## src/rtl/irq_route_pkg.sv

```systemverilog
package irq_route_pkg;

    localparam int MODE_W = 3;

    typedef enum logic [MODE_W-1:0] {
        DLV_FIXED  = 3'b000,
        DLV_LOWEST = 3'b001
    } dlv_mode_e;

    typedef enum logic [1:0] {
        ACT_NONE,
        ACT_ALL,
        ACT_ONE,
        ACT_BAD
    } dlv_action_e;

    function automatic dlv_action_e classify_mode(input logic [MODE_W-1:0] mode);
        case (mode)
            DLV_FIXED:  return ACT_ALL;
            DLV_LOWEST: return ACT_ONE;
            default:    return ACT_BAD;
        endcase
    endfunction

endpackage

```

## src/rtl/irq_dest_mask.sv

```systemverilog
module irq_dest_mask #(
    parameter int NUM_SLOTS = 32,
    parameter int ID_W      = 8
) (
    input  logic [ID_W-1:0]           dest,
    input  logic                      logical,
    input  logic [NUM_SLOTS-1:0]      present,
    input  logic [NUM_SLOTS*ID_W-1:0] phys_id,
    input  logic [NUM_SLOTS*ID_W-1:0] logic_id,
    output logic [NUM_SLOTS-1:0]      mask
);
    localparam logic [ID_W-1:0] BCAST = {ID_W{1'b1}};

    logic [NUM_SLOTS-1:0] phys_hit;
    logic [NUM_SLOTS-1:0] log_hit;
    logic [NUM_SLOTS-1:0] phys_first;

    for (genvar s = 0; s < NUM_SLOTS; s++) begin : g_slot
        assign phys_hit[s] = present[s] && (phys_id[s*ID_W +: ID_W] == dest);
        assign log_hit[s]  = present[s] && ((logic_id[s*ID_W +: ID_W] & dest) != '0);
    end

    // isolate the lowest set bit: first matching slot in ascending order
    assign phys_first = phys_hit & (~phys_hit + NUM_SLOTS'(1));

    always_comb begin
        if (logical) begin
            mask = (dest == '0) ? '0 : log_hit;
        end else if (dest == BCAST) begin
            mask = present;
        end else begin
            mask = phys_first;
        end
    end
endmodule

```

## src/rtl/irq_prio_pick.sv

```systemverilog
module irq_prio_pick #(
    parameter int NUM_SLOTS = 32,
    parameter int PRIO_W    = 8
) (
    input  logic [NUM_SLOTS-1:0]        cand,
    input  logic [NUM_SLOTS*PRIO_W-1:0] prio,
    output logic [NUM_SLOTS-1:0]        pick
);
    localparam int SLOT_W = (NUM_SLOTS > 1) ? $clog2(NUM_SLOTS) : 1;

    logic [SLOT_W-1:0] best_idx;
    logic [PRIO_W-1:0] best_prio;
    logic              found;

    always_comb begin
        best_idx  = '0;
        best_prio = '1;
        found     = 1'b0;
        for (int s = 0; s < NUM_SLOTS; s++) begin
            // strict compare keeps the lower index on a tie
            if (cand[s] && (!found || prio[s*PRIO_W +: PRIO_W] < best_prio)) begin
                best_idx  = SLOT_W'(s);
                best_prio = prio[s*PRIO_W +: PRIO_W];
                found     = 1'b1;
            end
        end
        pick = '0;
        if (found) pick[best_idx] = 1'b1;
    end
endmodule

```

## src/rtl/irq_inject_seq.sv

```systemverilog
module irq_inject_seq
    import irq_route_pkg::*;
#(
    parameter int NUM_SLOTS = 32,
    parameter int VEC_W     = 8,
    parameter int SLOT_W    = 5
) (
    input  logic                 clk,
    input  logic                 rst,
    input  logic                 accept,
    input  dlv_action_e          action,
    input  logic [NUM_SLOTS-1:0] all_mask,
    input  logic [NUM_SLOTS-1:0] one_mask,
    input  logic [VEC_W-1:0]     vector,
    input  logic                 level,
    output logic                 busy,
    output logic                 inj_valid,
    output logic [SLOT_W-1:0]    inj_slot,
    output logic [VEC_W-1:0]     inj_vector,
    output logic                 inj_level,
    output logic                 mode_err
);
    typedef struct packed {
        logic [NUM_SLOTS-1:0] pend;
        logic [VEC_W-1:0]     vec;
        logic                 lvl;
        logic                 err;
    } seq_state_t;

    seq_state_t st_q, st_d;
    logic [NUM_SLOTS-1:0] low_bit;
    logic [SLOT_W-1:0]    low_idx;

    assign low_bit = st_q.pend & (~st_q.pend + NUM_SLOTS'(1));

    always_comb begin
        low_idx = '0;
        for (int s = 0; s < NUM_SLOTS; s++) begin
            if (low_bit[s]) low_idx = SLOT_W'(s);
        end
    end

    always_comb begin
        st_d      = st_q;
        st_d.err  = 1'b0;
        st_d.pend = st_q.pend & ~low_bit;
        if (accept) begin
            st_d.vec = vector;
            st_d.lvl = level;
            case (action)
                ACT_ALL: st_d.pend = all_mask;
                ACT_ONE: st_d.pend = one_mask;
                ACT_BAD: begin
                    st_d.pend = '0;
                    st_d.err  = 1'b1;
                end
                default: st_d.pend = '0;
            endcase
        end
    end

    always_ff @(posedge clk) begin
        if (rst) begin
            st_q <= '0;
        end else begin
            st_q <= st_d;
        end
    end

    assign busy       = |st_q.pend;
    assign inj_valid  = |low_bit;
    assign inj_slot   = low_idx;
    assign inj_vector = st_q.vec;
    assign inj_level  = st_q.lvl;
    assign mode_err   = st_q.err;
endmodule

```

## src/rtl/irq_dest_router.sv

```systemverilog
module irq_dest_router
    import irq_route_pkg::*;
#(
    parameter int NUM_SLOTS = 32,
    parameter int ID_W      = 8,
    parameter int PRIO_W    = 8,
    parameter int VEC_W     = 8,
    localparam int SLOT_W   = (NUM_SLOTS > 1) ? $clog2(NUM_SLOTS) : 1
) (
    input  logic                        clk,
    input  logic                        rst,
    input  logic                        req_valid,
    input  logic [ID_W-1:0]             req_dest,
    input  logic                        req_logical,
    input  logic [MODE_W-1:0]           req_mode,
    input  logic [VEC_W-1:0]            req_vector,
    input  logic                        req_level,
    input  logic [NUM_SLOTS-1:0]        slot_present,
    input  logic [NUM_SLOTS*ID_W-1:0]   slot_phys_id,
    input  logic [NUM_SLOTS*ID_W-1:0]   slot_logic_id,
    input  logic [NUM_SLOTS*PRIO_W-1:0] slot_prio,
    output logic                        busy,
    output logic                        inj_valid,
    output logic [SLOT_W-1:0]           inj_slot,
    output logic [VEC_W-1:0]            inj_vector,
    output logic                        inj_level,
    output logic                        mode_err
);
    logic [NUM_SLOTS-1:0] tgt_mask;
    logic [NUM_SLOTS-1:0] tgt_pick;
    logic                 accept;
    dlv_action_e          action;

    assign accept = req_valid && !busy;
    assign action = classify_mode(req_mode);

    irq_dest_mask #(.NUM_SLOTS(NUM_SLOTS), .ID_W(ID_W)) u_mask (
        .dest     (req_dest),
        .logical  (req_logical),
        .present  (slot_present),
        .phys_id  (slot_phys_id),
        .logic_id (slot_logic_id),
        .mask     (tgt_mask)
    );

    irq_prio_pick #(.NUM_SLOTS(NUM_SLOTS), .PRIO_W(PRIO_W)) u_pick (
        .cand (tgt_mask),
        .prio (slot_prio),
        .pick (tgt_pick)
    );

    irq_inject_seq #(.NUM_SLOTS(NUM_SLOTS), .VEC_W(VEC_W), .SLOT_W(SLOT_W)) u_seq (
        .clk        (clk),
        .rst        (rst),
        .accept     (accept),
        .action     (action),
        .all_mask   (tgt_mask),
        .one_mask   (tgt_pick),
        .vector     (req_vector),
        .level      (req_level),
        .busy       (busy),
        .inj_valid  (inj_valid),
        .inj_slot   (inj_slot),
        .inj_vector (inj_vector),
        .inj_level  (inj_level),
        .mode_err   (mode_err)
    );
endmodule

```

## config.mk

```make
export PLATFORM = sky130hd
export DESIGN_NAME = irq_dest_router
export DESIGN_NICKNAME = d
export VERILOG_FILES = /design/src/rtl/irq_route_pkg.sv /design/src/rtl/irq_dest_mask.sv /design/src/rtl/irq_prio_pick.sv /design/src/rtl/irq_inject_seq.sv /design/src/rtl/irq_dest_router.sv
export SDC_FILE = /design/constraint.sdc
export NUM_CORES = 1
export LEC_CHECK = 0
export ABC_AREA = 1
export BUFFER_PORTS_ARGS = -buffer_cell sky130_fd_sc_hd__buf_2
export CAP_MARGIN = 20
export CELL_PAD_IN_SITES_DETAIL_PLACEMENT = 2
export CELL_PAD_IN_SITES_GLOBAL_PLACEMENT = 2
export CORE_AREA = 3 3 322 324
export DETAILED_ROUTE_END_ITERATION = 7
export DIE_AREA = 0 0 325 327
export PLACE_DENSITY = 0.81
export SLEW_MARGIN = 30
export SYNTH_ARGS = -nofsm -noshare
export SYNTH_HDL_FRONTEND = slang
export SYNTH_HIERARCHICAL = 1
export SYNTH_SLANG_ARGS = --single-unit
```

## constraint.sdc

```tcl
create_clock -name clk -period 47.6 [get_ports clk]
set_clock_uncertainty 0.2 [all_clocks]
set_input_delay 4.76 -clock clk [delete_from_list [all_inputs] [get_ports clk]]
set_output_delay 4.76 -clock clk [all_outputs]
set_load 0.02 [all_outputs]
```

==> impl_metrics.py, run 1 <==
metrics = {
    "critical_path": {
        "cp_max_fo": 18,
        "cp_data_arrival_time_ns": 45.30,
        "rrSetupSlack_ns": 43.74,
        "crit_path_start_kind": "input port",
        "cpMostUsedCell": "nand2_1",
        "critical_path_class": "in -> reg",
        "crit_required_ns": 47.60,
        "slowest_stage": "a2111oi_1",
        "crit_path_end_kind": "flop",
        "cpPeakStageDelay_ns": 0.37,
    },
    "drt": {
        "drtIter0Drc": 1388,
        "wl_per_cell_um": 23.8,
        "via_per_inst": 4.92,
        "routed_wl_um": 147000,
        "ant_nets": 0,
        "dr_total_vias": 30377,
        "dr.pass1.iters": 5,
        "drc": 0,
    },
    "floorplanning": {
        "initial_core_util": 0.203,
        "die_area_um2": 106000,
        "coreArea_um2": 101000,
        "fp-row-count": 117,
        "die_height_um": 327,
        "die_x_um": 325,
        "io-pin-count": 841,
    },
    "synthesis": {
        "yosys_register_bits": 42,
        "synth_top_area_share": 0.285,
        "synth_cell_types": 62,
        "synth-async-reset-ratio": 0,
        "ys_warn_count": 6,
        "seq_area_frac_synth": 0.0409,
        "postSynthAreaPerCell_um2": 5.17,
        "synth_area_leader_cell": "nand2_1",
        "synthCells": 3975,
        "synthFlopType": "dfxtp_1",
        "synth_edf_count": 0,
        "netlist_area_um2": 20600,
        "synthTopCellsByArea": "nand2_1 (28%), ha_1 (9.9%), nand3_1 (8.4%)",
        "syn_nets": 4961,
    },
    "global_route": {
        "antenna_found_initial": 76,
        "overflow": 0,
        "track_usage": 0.257,
        "grt_pass1_wl_um": 207000,
        "grt_start_max_net_pins": 53,
        "grt_pass1_vias": 32556,
    },
    "timing": {
        "slew_violations": 0,
        "report.final.setup_viol": 0,
        "fmax_ghz": 0.0221,
        "worst_slew_pin_slew_ns": 1.20,
        "hold_viol": 0,
        "fin_crit_sh": 0.952,
        "setup_slack_ns": 2.30,
        "slew_headroom": 0.197,
        "fin_crit_ns": 45.30,
    },
    "clock_tree": {
        "cts_tree": "built",
        "cts.clk_slew.worst_paths_ns": 0.08,
        "root_buffer": "clkbuf_16",
        "numCtsBuffers": 5,
        "ctsHoldBuffers": 0,
        "cts-htree-levels": 2,
        "clkSinkCount": 42,
        "ctsLongestPathBuffers": 2,
        "clk-insertion-delay-late_ns": 0.30,
    },
    "final_layout": {
        "final_area_um2": 27200,
        "instances_no_fill": 6174,
        "drive_above_1_share": 0.252,
        "final_cell_mix": "nand2_1 (1546), buf_2 (832), inv_1 (423)",
        "multi_input_area_um2": 17900,
        "nNetsFinal": 5730,
        "seq_area_um2": 841,
        "syn2layout_area_growth_pct": 32.6,
        "nFillCells": 13134,
        "layout_commonest_cell": "nand2_1",
    },
    "hold_path": {
        "min_path_type": "reg -> reg",
    },
    "placement": {
        "dp_hpwl_um": 126000,
        "placed_cells": 6084,
        "numPortBuffers": 840,
        "finalWeightedCongestion": 0.954,
        "place_area_um2": 25800,
        "place_ws_ns": -2.97,
    },
    "flow_run": {
        "max_cap_violations": 0,
    },
    "status": {
        "status": "finished, final reports clean",
    },
    "power_and_ir_drop": {
        "p_per_area_nw_per_um2": 28.8,
        "p_leak_nw": 15.5,
        "total_power_mw": 0.784,
        "max-vdd-ir-drop_uv": 13.3,
    },
}
==> state kept, by name, indices dropped and copies added, names as in the netlist <==
register,cells
u_seq/inj_level,1
u_seq/st_q,32
u_seq/mode_err,1
u_seq/inj_vector,8
==> layout make-up <==
class | count | area share
Antenna cell | 61 | 0.00560
Clock buffer | 5 | 0.00459
Clock inverter | 3 | 0.00106
Inverter | 472 | 0.0655
Multi-Input combinational cell | 3322 | 0.656
Sequential cell | 42 | 0.0309
Tap cell | 1368 | 0.0628
Timing Repair Buffer | 901 | 0.173
==> kinds of logic after synthesis <==
logic type,share of synthesized area
DFF,0.0409
adders and majority gates,0.0986
xor gates and xnor gates,0.0230
and+or+nand+nor,0.538
AOI/OAI and AO/OA,0.163
buffers and inverters,0.136
==> metrics by stage <==
stage | util | TNS [ns] | hold slack, ns
final | 0.269 | 0 | 0.266
after global routing | 0.268 | -25.73 | 0.294
after CTS | 0.257 | 0 | 0.267
after detailed placement | 0.255 | -90.91 | 0.256
after global placement | 0.255 | -25.07 | 0.247
after floorplan | - | 0 | 0.241
==> per-layer routing <==
| layer | track usage | wire (um) |
|---|---|---|
| met1 | 0.295 | 59700 |
| met2 | 0.479 | 75300 |
| met3 | 0.0295 | 5550 |
| met4 | 0.106 | 6330 |
| met5 | 0 | 108 |
==> worst max-delay path, delay by kind of cell <==
kind	cells	cell delay (ns)
compound gates	79	12.29
xor+xnor	1	0.20
fa+ha+maj	31	9.26
buf+inv	13	0.89
simple gates	173	17.66
==> synth_stat cells (3+ instances only) <==
master / count
a2111oi_0: 3
a211oi_1: 32
a21boi_1: 3
a21oi_1: 107
a221oi_1: 49
a22o_1: 72
a31oi_1: 3
and2_1: 7
buf_1: 8
buf_2: 33
buf_4: 34
buf_6: 30
clkbuf_1: 32
clkbuf_8: 7
clkinv_1: 21
dfxtp_1: 42
ha_1: 162
inv_1: 424
inv_2: 23
inv_4: 3
nand2_1: 1560
nand2_2: 69
nand2_4: 26
nand3_1: 344
nand3_2: 10
nand3b_1: 35
nand4_1: 35
nand4_2: 7
nor2_1: 410
nor2_2: 16
nor2_4: 7
nor3_1: 16
o211ai_1: 7
o21ai_0: 184
o21ai_1: 17
o21bai_1: 31
o22ai_1: 8
o31ai_1: 3
or2_0: 3
or2_1: 4
or2_2: 10
xnor2_1: 28
xor2_1: 26
==> worst paths after layout <==
| path | start | endpoint | cells past startpoint |
|---|---|---|---|
| setup / recovery | req_dest[3] | u_seq/st_q[10]$_SDFF_PP0_ | 297 |
| hold / removal | u_seq/inj_vector[6]$_SDFFE_PP0P_ | u_seq/inj_vector[6]$_SDFFE_PP0P_ | 2 |
| setup reg to reg | u_seq/st_q[30]$_SDFF_PP0_ | u_seq/st_q[32]$_SDFF_PP0_ | 13 |
| hold reg to reg | u_seq/inj_vector[6]$_SDFFE_PP0P_ | u_seq/inj_vector[6]$_SDFFE_PP0P_ | 2 |
==> repair_timing <==
item	in CTS	in global routing
endpoints found under the setup margin	32	32
pin swaps	0	27
setup buffers	0	15
resized for setup	70	226
cloned	0	6
==> report_power, final <==
part           switching, mW  leakage [nW]  total, mW  internal (mW)
clock                 0.0178        0.0767     0.0380         0.0202
sequential          0.000340         0.340     0.0361         0.0358
combinational          0.466          15.0      0.709          0.243
Power figures use the tool's default switching activity.
==> inputs of run 2 (changes only) <==
PLACE_DENSITY = not set   (was 0.81)
PLACE_DENSITY_LB_ADDON = 0.1   (was not set)
==> run 2 against run 1 <==
Cell count grew 0.26%. Global-route usage grew 0.48 points. Clock-buffer cell count is the same. First-iteration DRC count is 19% lower. Sequential share of layout area is essentially flat. Largest power group unchanged. Highest routed layer unchanged.
==> impl_metrics.py, run 2 (synthesis gave the netlist of run 1 again) <==
metrics = {
    "status": {
        "status": "finished, final reports clean",
    },
    "critical_path": {
        "rr_endpoint": "u_seq/st_q[41]$_SDFF_PP0_",
        "crit_path_end_kind": "flop",
        "critical_path_class": "in -> reg",
        "cpPeakStageDelay_ns": 0.54,
        "cpMostUsedCell": "nand2_1",
        "cp_data_arrival_time_ns": 44.17,
        "rrSetupSlack_ns": 43.73,
        "slowest_stage": "buf_4",
        "crit_path_start_kind": "input port",
        "cp_max_fo": 28,
        "crit_required_ns": 47.63,
        "worst_r2r_startpoint": "u_seq/st_q[28]$_SDFF_PP0_",
        "reg2reg_depth": 12,
    },
    "timing": {
        "fin_crit_ns": 44.15,
        "report.final.setup_viol": 0,
        "fin_crit_sh": 0.927,
        "hold_viol": 0,
        "setup_slack_ns": 3.45,
        "tns_ns": 0,
        "fmax_ghz": 0.0227,
        "worst_slew_pin_slew_ns": 1.15,
        "slew_violations": 0,
        "slew_headroom": 0.229,
    },
    "clock_tree": {
        "cts.clk_slew.worst_paths_ns": 0.07,
        "clk-insertion-delay-late_ns": 0.30,
        "cts-htree-levels": 2,
        "clkSinkCount": 42,
        "numCtsBuffers": 5,
        "ctsHoldBuffers": 0,
        "root_buffer": "clkbuf_16",
        "ctsLongestPathBuffers": 2,
        "cts_tree": "built",
    },
    "drt": {
        "routed_wl_um": 147000,
        "ant_nets": 0,
        "via_per_inst": 4.78,
        "wl_per_cell_um": 23.7,
        "dr_total_vias": 29596,
        "drtIter0Drc": 1121,
        "drc": 0,
        "dr.pass1.iters": 7,
    },
    "floorplanning": {
        "initial_core_util": 0.203,
        "coreArea_um2": 101000,
        "die_area_um2": 106000,
        "io-pin-count": 841,
        "die_height_um": 327,
        "die_x_um": 325,
        "fp-row-count": 117,
    },
    "global_route": {
        "grt_start_max_net_pins": 43,
        "track_usage": 0.262,
        "antenna_found_initial": 101,
        "grt_pass1_wl_um": 209000,
        "grt_pass1_vias": 31410,
        "overflow": 0,
    },
    "flow_run": {
        "max_cap_violations": 0,
    },
    "placement": {
        "finalWeightedCongestion": 0.877,
        "numPortBuffers": 840,
        "place_ws_ns": -2.12,
        "placed_cells": 6102,
        "dp_hpwl_um": 128000,
    },
    "hold_path": {
        "hold_path_end": "u_seq/inj_vector[4]$_SDFFE_PP0P_",
        "min_path_type": "reg -> reg",
        "hp-start": "u_seq/inj_vector[4]$_SDFFE_PP0P_",
        "hold_path_depth": 2,
    },
    "final_layout": {
        "instances_no_fill": 6190,
        "syn2layout_area_growth_pct": 32.7,
        "drive_above_1_share": 0.253,
        "final_cell_mix": "nand2_1 (1551), buf_2 (832), inv_1 (423)",
        "nFillCells": 13201,
        "layout_commonest_cell": "nand2_1",
        "top_register": "u_seq/st_q",
        "largest_reg_flops": 32,
        "nNetsFinal": 5763,
    },
    "power_and_ir_drop": {
        "p_per_area_nw_per_um2": 28.2,
        "max-vdd-ir-drop_uv": 12.9,
        "p_leak_nw": 15.6,
    },
}
[run 2: report_power, final]
part | switching, mW | leakage (nW) | internal [mW]
sequential | 0.000329 | 0.340 | 0.0358
combinational | 0.449 | 15.2 | 0.245
clock | 0.0180 | 0.0667 | 0.0197
total | 0.468 | 15.6 | 0.301
[run 2: worst max path at each step]
stage                     start                         to  slack [ns]
finish              req_dest[3]  u_seq/st_q[25]$_SDFF_PP0_        3.45
global route        req_dest[7]  u_seq/st_q[20]$_SDFF_PP0_       -0.29
CTS                 req_dest[1]  u_seq/st_q[10]$_SDFF_PP0_        0.02
detailed placement  req_dest[1]  u_seq/st_q[10]$_SDFF_PP0_       -2.12
global placement    req_dest[1]  u_seq/st_q[10]$_SDFF_PP0_       -0.66
floorplan           req_dest[0]  u_seq/st_q[10]$_SDFF_PP0_        4.14
[run 2: final cells by class]
type	instances	area [um^2]	area share
sequential	42	841	0.0308
clock buffer	5	125	0.00459
timing repair buffer	933	4950	0.181
tap	1368	1710	0.0628
inverter	472	1790	0.0655
antenna	44	110	0.00404
multi-input combinational	3323	17700	0.650
clock inverter	3	23.8	0.000872
[run 2: routing by layer]
metal  wire length [um]  up-vias  global-route usage
met5                169        -                   0
met4               3830       24              0.0729
met3               5680      180              0.0320
met2              74300      723               0.481
met1              62900    14208               0.318
li1                   -    14461                   -
[run 2: repair_timing]
action	4_1_cts	5_1_grt
setup buffers	0	29
gates resized for setup	54	202
pin swaps	0	36
setup endpoints to repair	32	32
gates cloned	0	7
[run 2: critical path: cells and delay by family]
| family | cells | cell delay, ns |
|---|---|---|
| buffers and inverters | 22 | 2.36 |
| and+or+nand+nor | 166 | 16.01 |
| AOI/OAI and AO/OA | 83 | 12.06 |
| adders and majority gates | 30 | 8.78 |
[run 2: stage by stage]
| stage | util | hold slack [ns] | power, mW | area (um^2) |
|---|---|---|---|---|
| 2_1_floorplan | - | 0.241 | 0.460 | 20600 |
| 3_3_place_gp | 0.256 | 0.248 | 0.647 | 26000 |
| 3_5_place_dp | 0.256 | 0.260 | 0.661 | 26000 |
| 4_1_cts | 0.258 | 0.271 | 0.708 | 26200 |
| 5_1_grt | 0.268 | 0.289 | 0.862 | 27200 |
| 6_report | 0.269 | 0.264 | 0.769 | 27300 |
